File: src/rtl/hd_out_path.sv
module hd_out_path #(
  parameter int DW       = 8,
  parameter int HW       = 12,
  parameter int VW       = 11,
  parameter int HATCH_HL = 6,
  parameter int HATCH_VL = 5,
  parameter int I_VBI_LO = 7,
  parameter int I_VBI_HI = 20,
  parameter int P_VBI_LO = 6,
  parameter int P_VBI_HI = 25,
  parameter logic [DW-1:0] BLK_Y = 8'd16,
  parameter logic [DW-1:0] MID_C = 8'd128,
  parameter logic [DW-1:0] WHT_Y = 8'd235
) (
  input  logic          clk,
  input  logic          rst_n,
  input  logic          reg_wr,
  input  logic [1:0]    reg_addr,
  input  logic [7:0]    reg_wdata,
  output logic [7:0]    reg_rdata,
  input  logic          std_720p,
  input  logic          field_start,
  input  logic [HW-1:0] pix_col,
  input  logic [VW-1:0] act_row,
  input  logic [VW-1:0] line_num,
  input  logic [DW-1:0] in_y,
  input  logic [DW-1:0] in_cr,
  input  logic [DW-1:0] in_cb,
  output logic [DW-1:0] out_y,
  output logic [DW-1:0] out_cr,
  output logic [DW-1:0] out_cb,
  output logic          vbi_win
);

  localparam int CTLW = 5;

  logic [CTLW-1:0] ctl_pend, ctl_act, ctl;
  logic [DW-1:0]   cy_pend, cr_pend, cb_pend;
  logic [DW-1:0]   cy_act, cr_act, cb_act;
  logic [DW-1:0]   cy, cr, cb;
  logic [DW-1:0]   hold_cr, hold_cb;
  logic [DW-1:0]   lv_cr, lv_cb;
  logic [DW-1:0]   nx_y, nx_cr, nx_cb;
  logic            pix_en, fmt422, tp_en, frame_sel, vbi_en;
  logic            on_grid, in_vbi;

  always_ff @(posedge clk or negedge rst_n) begin
    if (!rst_n) begin
      ctl_pend <= '0;
      cy_pend  <= WHT_Y;
      cr_pend  <= MID_C;
      cb_pend  <= MID_C;
    end else if (reg_wr) begin
      case (reg_addr)
        2'd0: ctl_pend <= reg_wdata[CTLW-1:0];
        2'd1: cy_pend  <= reg_wdata[DW-1:0];
        2'd2: cr_pend  <= reg_wdata[DW-1:0];
        default: cb_pend <= reg_wdata[DW-1:0];
      endcase
    end
  end

  always_comb begin
    case (reg_addr)
      2'd0:    reg_rdata = {{(8-CTLW){1'b0}}, ctl_pend};
      2'd1:    reg_rdata = cy_pend;
      2'd2:    reg_rdata = cr_pend;
      default: reg_rdata = cb_pend;
    endcase
  end

  always_ff @(posedge clk or negedge rst_n) begin
    if (!rst_n) begin
      ctl_act <= '0;
      cy_act  <= WHT_Y;
      cr_act  <= MID_C;
      cb_act  <= MID_C;
    end else if (field_start) begin
      ctl_act <= ctl_pend;
      cy_act  <= cy_pend;
      cr_act  <= cr_pend;
      cb_act  <= cb_pend;
    end
  end

  assign ctl = field_start ? ctl_pend : ctl_act;
  assign cy  = field_start ? cy_pend  : cy_act;
  assign cr  = field_start ? cr_pend  : cr_act;
  assign cb  = field_start ? cb_pend  : cb_act;

  assign pix_en    = ctl[0];
  assign fmt422    = ctl[1];
  assign tp_en     = ctl[2];
  assign frame_sel = ctl[3];
  assign vbi_en    = ctl[4];

  always_ff @(posedge clk or negedge rst_n) begin
    if (!rst_n) begin
      hold_cr <= MID_C;
      hold_cb <= MID_C;
    end else if (fmt422) begin
      if (pix_col[0]) hold_cr <= in_cb;
      else            hold_cb <= in_cb;
    end
  end

  always_comb begin
    if (!fmt422) begin
      lv_cr = in_cr;
      lv_cb = in_cb;
    end else if (pix_col[0]) begin
      lv_cr = in_cb;
      lv_cb = hold_cb;
    end else begin
      lv_cr = hold_cr;
      lv_cb = in_cb;
    end
  end

  assign on_grid = (pix_col[HATCH_HL-1:0] == '0) || (act_row[HATCH_VL-1:0] == '0);

  always_comb begin
    nx_y = BLK_Y; nx_cr = MID_C; nx_cb = MID_C;
    if (pix_en) begin
      if (!tp_en) begin
        nx_y = in_y; nx_cr = lv_cr; nx_cb = lv_cb;
      end else if (frame_sel || on_grid) begin
        nx_y = cy; nx_cr = cr; nx_cb = cb;
      end
    end
  end

  assign in_vbi = std_720p
    ? (line_num >= VW'(P_VBI_LO) && line_num <= VW'(P_VBI_HI))
    : (line_num >= VW'(I_VBI_LO) && line_num <= VW'(I_VBI_HI));

  always_ff @(posedge clk or negedge rst_n) begin
    if (!rst_n) begin
      out_y   <= BLK_Y;
      out_cr  <= MID_C;
      out_cb  <= MID_C;
      vbi_win <= 1'b0;
    end else begin
      out_y   <= nx_y;
      out_cr  <= nx_cr;
      out_cb  <= nx_cb;
      vbi_win <= vbi_en && in_vbi;
    end
  end

endmodule

File: config.mk
export PLATFORM = sky130hd
export DESIGN_NAME = hd_out_path
export DESIGN_NICKNAME = d
export VERILOG_FILES = /design/src/rtl/hd_out_path.sv
export SDC_FILE = /design/constraint.sdc
export NUM_CORES = 1
export LEC_CHECK = 0
export ABC_AREA = 0
export ABC_CLOCK_PERIOD_IN_PS = 3700
export BUFFER_PORTS_ARGS = -buffer_cell sky130_fd_sc_hd__buf_2
export CORE_MARGIN = 2
export CORE_UTILIZATION = 57
export DETAILED_ROUTE_END_ITERATION = 8
export GPL_ROUTABILITY_DRIVEN = 0
export PLACE_DENSITY = 0.94
export SLEW_MARGIN = 20
export SYNTH_ARGS = -nofsm -noshare
export SYNTH_HDL_FRONTEND = slang
export SYNTH_SLANG_ARGS = --single-unit
File: constraint.sdc
create_clock -name clk -period 3.7 [get_ports clk]
set_input_delay 0.37 -clock clk [delete_from_list [all_inputs] [get_ports clk]]
set_output_delay 0.37 -clock clk [all_outputs]
set_load 0.01 [all_outputs]
==> summary.md, run 1 <==
| Metric | Value |
|---|---|
| Setup WS post-layout | `~1600 ps` |
| Commonest non-fill, non-tap cell in the layout | `buf_2` |
| Cells along the critical path | `buf_2 > mux2i_4 > inv_2 > nand2_4 > mux2_2` |
| Final Hold Fails | `0` |
| Routed WL | `around 9500 µm` |
| CP max stage delay | `roughly 630 ps` |
| Most frequent cells in the layout | `buf_2, dfrtp_1, mux2_2` |
| Crit path max-delay family | `multiplexers` |
| Pleak | `0.002372 µW` |
| NumNets Final | `between 400 and 500` |
| Power Density | `roughly 560 mW/mm²` |
| Endpoints failing setup | `0` |
| Part of the cycle the worst path needs | `0.5718` |
| N_diodes | `0` |
| Bufs and invs on worst path | `2` |
| Rel. slew slack | `0.3857` |
| First-pass GRT wire length | `~15000 µm` |
| Slew Limit Fails | `0` |
| Largest net degree at the start of global routing | `75` |
| # hold bufs at CTS | `0` |
| Core Footprint | `0.007607 mm²` |
| Most used DFF post-synth | `dfrtp_1` |
| Synth cell types | `38` |
| TritonCTS buffer count | `9` |
| Pre-antenna DRT Iters | `4` |
| Kind of start point of the critical path | `primary input` |
| Routed vias | `between 2000 and 3000` |
| Tmin final | `between 2000 and 2500 ps` |
| WP depth | `5` |
| Status | `finished, final reports clean` |
| Share of cells above drive strength 1 | `0.5340` |
| Post-route ant nets | `0` |
| R2R Setup Slk | `1930 ps` |
| Synth Cell Area | `~0.0044 mm²` |
| WS Path Type | `in -> reg` |
| Power Total | `approximately 2900 µW` |
| Async S/R FF share, synth | `1.000` |
| GR Overflow Total | `0` |
| Worst r2r src | `ctl_pend[1]` |
| Die Ht | `91.83 µm` |
| DR iter-0 viols | `between 200 and 250` |
| Max Fclk | `472.7 MHz` |
| Die footprint | `~0.0084 mm²` |
| Crit end category | `flip-flop` |
| YS warnings | `0` |
| Critical-path top delay cell | `mux2i_4` |
| Max VDD drop | `~0.00033 V` |
| TNS Setup | `0 ps` |
| Synth Register Bits | `99` |
| R2R Path End | `hold_cr[4]` |
| Register area share after synthesis | `0.5694` |
| Row cnt | `32` |
| Hold Crit Class | `in -> async` |
| RSZ-0062 raised after global routing | `no` |
| Worst r2r path cells | `4` |
| Worst-path fanout max | `31` |
| Overall Global Routing Usage | `0.2378` |
| Via count of the first global-routing pass | `roughly 3000` |
| Clk Latency, worst-skew pair | `~370 ps` |
| P&R area growth vs syn | `15.74%` |
| Drc violations | `0` |
| H-tree levels | `3` |
| Port-buffer cells | `93` |
| Clock Skew | `12.64 ps` |
| CTS clk-pin slew, worst paths | `about 90 ps` |
| Syn Inst Count | `between 300 and 400` |
| Root Buffer | `clkbuf_8` |
| TritonCTS Sinks | `just under 100` |
| Routed len/inst | `between 15 and 20 µm` |
| I/O pins | `about 110` |
| Clock Tree Buf Depth | `2` |
| Post-synth EDFFs | `0` |
| Worst slack, placed | `approximately 1200 ps` |
| Crit path DAT | `~2400 ps` |
| Worst Path Required | `3960 ps` |
| DP HPWL | `6717 µm` |
| Fin area | `approximately 0.005 mm²` |
| Die X | `between 90 and 100 µm` |
| Initial cell density of the core | `0.5780` |
| Max-cap violations | `0` |
| Placed Area | `slightly below 0.005 mm²` |
| Largest cells by area after synthesis | `dfrtp_1, mux2_2, dfstp_2, mux2i_1, o211ai_1` |
| Syn Nets | `slightly below 400` |
| Worst-margin pin slew | `slightly above 900 ps` |
| Synth area leader | `dfrtp_1` |
| Setup Fix Bufs, Post-CTS | `0` |
| Initial antenna violation count | `0` |
| # resized after CTS | `0` |
| CTS tree | `built` |
| Avg Vias per Cell | `5.786` |
| Synth top area share | `0.4439` |
| Syn avg cell area | `roughly 14 µm²` |
-- metal layers --
layer	part of all wire	global-route usage	vias up	routed length, µm
met3	0.052	0.05423	21	498
met2	0.49	0.3811	102	4703
met1	0.43	0.3132	1512	4075
li1	-	-	1339	-
met4	0.026	0.1045	0	252
met5	0	0	-	0
-- registers in the layout (all words and copies together), names as in the netlist --
register,cells
cb_act,8
cb_pend,8
cr_act,8
cr_pend,8
ctl_act,5
ctl_pend,5
cy_act,8
cy_pend,8
hold_cb,8
hold_cr,8
out_cb,8
out_cr,8
out_y,8
vbi_win,1
-- cell families (layout without fill, tap and decap cells) --
kind of cell / count (synthesis) / in the layout / synth area share
and+or+nand+nor: 41 / 41 / 0.04382
AOI/OAI and AO/OA: 61 / 61 / 0.09590
buffers and inverters: 18 / 114 / 0.02817
DFF: 99 / 99 / 0.5694
muxes: 97 / 97 / 0.2627
-- power by group --
| group | total [µW] | internal (µW) | switching (µW) |
|---|---|---|---|
| Clock | 686 | 314 | 372 |
| Sequential | 1490 | 1360 | 126 |
| Combinational | 685 | 343 | 343 |
| Total | 2860 | 2020 | 840 |
-- layout make-up --
class / instances / area (µm²)
clock buffer: 10 / 127.6
clock inverter: 6 / 66.31
fill: 564 / 2519
inverter: 3 / 11.26
multi-input combinational: 199 / 1769
sequential: 99 / 2504
tap: 102 / 127.6
timing repair buffer: 95 / 483.0
-- stage by stage --
step           std cells  hold WS, ps  utilization
3_5_place_dp         498        488.8       0.6434
3_3_place_gp         498        480.4       0.6434
5_1_grt              514        190.9       0.6689
4_1_cts              514        151.3       0.6689
6_report             514        109.6       0.6689
2_1_floorplan        316        74.41            -
-- worst reg2reg max path: stages, from the launching register on --
cell and delay (ps):
dfrtp_1 440, mux2i_4 450, inv_2 130, nand2_4 260
mux2_2 370
-- how the worst max path moves through the flow --
| stage | end | from | slack (ps) |
|---|---|---|---|
| 2_1_floorplan | reg_rdata[5] | reg_addr[0] | 2190 |
| 3_3_place_gp | hold_cr[1] | field_start | 1290 |
| 3_5_place_dp | hold_cr[2] | field_start | 1200 |
| 4_1_cts | hold_cr[0] | field_start | 1600 |
| 5_1_grt | out_cb[6] | field_start | 1460 |
| 6_report | hold_cr[4] | field_start | 1580 |
-- cell usage after synthesis (2+ instances only) --
master and n:
dfrtp_1 78, mux2_2 71, dfstp_2 21, o211ai_1 20, nand2_1 17, mux2i_1 16
o21ai_1 13, nor2_1 12, a21oi_1 11, buf_2 6, buf_6 6, mux4_2 5
mux2_4 4, o21ai_0 4, a22o_1 3, a2bb2oi_1 2, clkbuf_1 2, inv_1 2
nand3b_1 2, nor2_2 2, nor4_1 2
Note: power is estimated with default switching activity, not from simulation.
==> run 2, diff against run 1 <==
--- a/config.mk
+++ b/config.mk
@@ -6,13 +6,13 @@
 export NUM_CORES = 1
 export LEC_CHECK = 0
 export ABC_AREA = 0
-export ABC_CLOCK_PERIOD_IN_PS = 3700
+export ABC_CLOCK_PERIOD_IN_PS = 2000
 export BUFFER_PORTS_ARGS = -buffer_cell sky130_fd_sc_hd__buf_2
 export CORE_MARGIN = 2
-export CORE_UTILIZATION = 57
+export CORE_UTILIZATION = 53
 export DETAILED_ROUTE_END_ITERATION = 8
 export GPL_ROUTABILITY_DRIVEN = 0
-export PLACE_DENSITY = 0.94
+export PLACE_DENSITY = 0.89
 export SLEW_MARGIN = 20
 export SYNTH_ARGS = -nofsm -noshare
 export SYNTH_HDL_FRONTEND = slang
==> constraint.sdc (replaced) <==
create_clock -name clk -period 2 [get_ports clk]
set_input_delay 0.2 -clock clk [delete_from_list [all_inputs] [get_ports clk]]
set_output_delay 0.2 -clock clk [all_outputs]
set_load 0.01 [all_outputs]
==> run 2 against run 1 <==
Critical path depth shrank 3. Global-route usage down 0.60 points. Cell area rose by 2.8%. Combinational power up 93%. Power rose by 90%. Critical path type is now reg -> out. Largest cell class unchanged. Highest routed layer unchanged.
==> summary.md, run 2 (same netlist as run 1, synthesis figures left out) <==
| Metric | Value |
|---|---|
| Part of the cycle the worst path needs | `0.8259` |
| Max Fclk | `between 600 and 700 MHz` |
| Hold Crit Class | `in -> reg` |
| TritonCTS buffer count | `9 (unchanged)` |
| Crit path DAT | `1450 ps (-930 ps)` |
| Worst r2r src | `ctl_pend[1]` |
| Die X | `95.08 µm (+3.5%)` |
| GR Overflow Total | `0 (unchanged)` |
| Slew Limit Fails | `0 (unchanged)` |
| Worst Path Required | `1800 ps (-2160 ps)` |
| H-tree levels | `3 (unchanged)` |
| Kind of start point of the critical path | `flip-flop` |
| Worst Setup EP | `reg_rdata[1]` |
| Clock Tree Buf Depth | `2 (unchanged)` |
| Clock Skew | `7.576 ps (-5.062 ps)` |
| Setup Fix Bufs, Post-CTS | `0 (unchanged)` |
| NumNets Final | `491 (+2.3%)` |
| R2R Setup Slk | `490 ps (-1440 ps)` |
| Most frequent cells in the layout | `buf_2, dfrtp_1, mux2_2` |
| Clk Latency, worst-skew pair | `360 ps (about the same)` |
| Die footprint | `0.009040 mm² (+7.2%)` |
| DP HPWL | `7176 µm (+6.8%)` |
| Pleak | `0.002436 µW (+2.7%)` |
| Pre-antenna DRT Iters | `4 (unchanged)` |
| Die Ht | `95.08 µm (+3.5%)` |
| Power Density | `1039 mW/mm² (+85%)` |
| Final Hold Fails | `0 (unchanged)` |
| N_diodes | `0 (unchanged)` |
| Initial antenna violation count | `0 (unchanged)` |
| Endpoints failing setup | `0 (unchanged)` |
| Overall Global Routing Usage | `0.2318 (-0.006011)` |
| RSZ-0062 raised after global routing | `no` |
| Via count of the first global-routing pass | `3014 (+1.3%)` |
| P&R area growth vs syn | `18.98%` |
| DR iter-0 viols | `185 (-15%)` |
| Avg Vias per Cell | `5.612 (-3.0%)` |
| Worst r2r path cells | `5 (+1)` |
| Root Buffer | `clkbuf_8` |
| Post-route ant nets | `0 (unchanged)` |
| R2R Path End | `out_cb[7]` |
| Row cnt | `33 (+3.1%)` |
| I/O pins | `106 (unchanged)` |
| CTS tree | `built` |
| Worst Setup SP | `ctl_pend[1]` |
| TritonCTS Sinks | `99 (unchanged)` |
| Crit end category | `primary output` |
| Worst-margin pin slew | `657.1 ps (-263.4 ps)` |
| Rel. slew slack | `0.5619 (+0.1763)` |
| TNS Setup | `0 ps (unchanged)` |
| Share of cells above drive strength 1 | `0.5390 (+0.005027)` |
| First-pass GRT wire length | `15690 µm (+2.7%)` |
| Commonest non-fill, non-tap cell in the layout | `buf_2` |
| Drc violations | `0 (unchanged)` |
| WS Path Type | `reg -> out` |
| Initial cell density of the core | `0.5405 (-0.03743)` |
| Routed len/inst | `18.30 µm (-1.3%)` |
| Worst-path fanout max | `3 (-90%)` |
| Power Total | `5434 µW (+90%)` |
| Largest net degree at the start of global routing | `52 (-31%)` |
| Status | `finished, final reports clean` |
| Port-buffer cells | `93 (unchanged)` |
| Routed vias | `2963 (-0.37%)` |
| Tmin final | `~1700 ps` |
| Routed WL | `9663 µm (+1.4%)` |
| CTS clk-pin slew, worst paths | `90 ps (about the same)` |
| Max-cap violations | `0 (unchanged)` |
| Max VDD drop | `0.0005558 V (+69%)` |
| Core Footprint | `0.008134 mm² (+6.9%)` |
run 2: cell count changes in the layout (fill, tap and decap cells not counted):
cell,previous run,this run
buf_4,3,10
buf_12,0,3
clkinv_4,3,0
clkbuf_1,1,3
clkinv_2,2,0
clkinvlp_4,0,2
bufinv_16,1,2
dlygate4sd3_1,0,1
run 2: worst min path at each step:
stage                             to  cells after the start        start  slack, ps
after floorplan            cb_act[0]                      0        rst_n       -100
after global placement    hold_cb[5]                      1        rst_n        260
after detailed placement  hold_cb[5]                      1        rst_n        270
after CTS                    vbi_win                      2  line_num[4]          2
after global routing         vbi_win                      2  line_num[4]         20
final                        vbi_win                      2  line_num[4]         10
run 2: where the power goes:
group	internal, µW	switching (µW)
registers	2520	230
logic	671	649
clock network	707	658
total	3900	1540
run 2: timing repair:
| item | CTS | global route |
|---|---|---|
| gates resized for setup | 0 | 0 |
| hold buffers | 1 | 0 |
| hold endpoints to repair | 38 | 0 |
run 2: cell type report:
class / instances / area [µm²]
Fill cell: 590 / 2903
Timing Repair Buffer: 106 / 605.6
Tap cell: 105 / 131.4
Clock buffer: 12 / 135.1
Inverter: 3 / 11.26
Clock inverter: 4 / 75.07
Multi-Input combinational cell: 199 / 1769
Sequential cell: 99 / 2504
run 2: metal layers:
metal	share of wire	up-vias	global-route usage
met5	0	-	0
met4	0.012	0	0.06401
met3	0.043	13	0.04427
met2	0.51	71	0.3856
met1	0.43	1516	0.3140
li1	-	1363	-
run 2: stage by stage:
stage / cells / hold WS (ps) / setup WS, ps / utilization / area, µm²
3_5_place_dp: 511 / 271.3 / 347.0 / 0.6161 / 5011
6_report: 528 / 12.95 / 348.1 / 0.6431 / 5231
3_3_place_gp: 511 / 259.4 / 393.1 / 0.6161 / 5011
4_1_cts: 528 / 2.115 / 330.4 / 0.6431 / 5231
2_1_floorplan: 316 / -95.59 / 602.7 / - / 4397
5_1_grt: 528 / 16.67 / 300.1 / 0.6431 / 5231
run 2: critical path, cell delays in order (launching register included):
cell and delay, ps:
dfrtp_1 450, mux4_2 490, buf_2 150
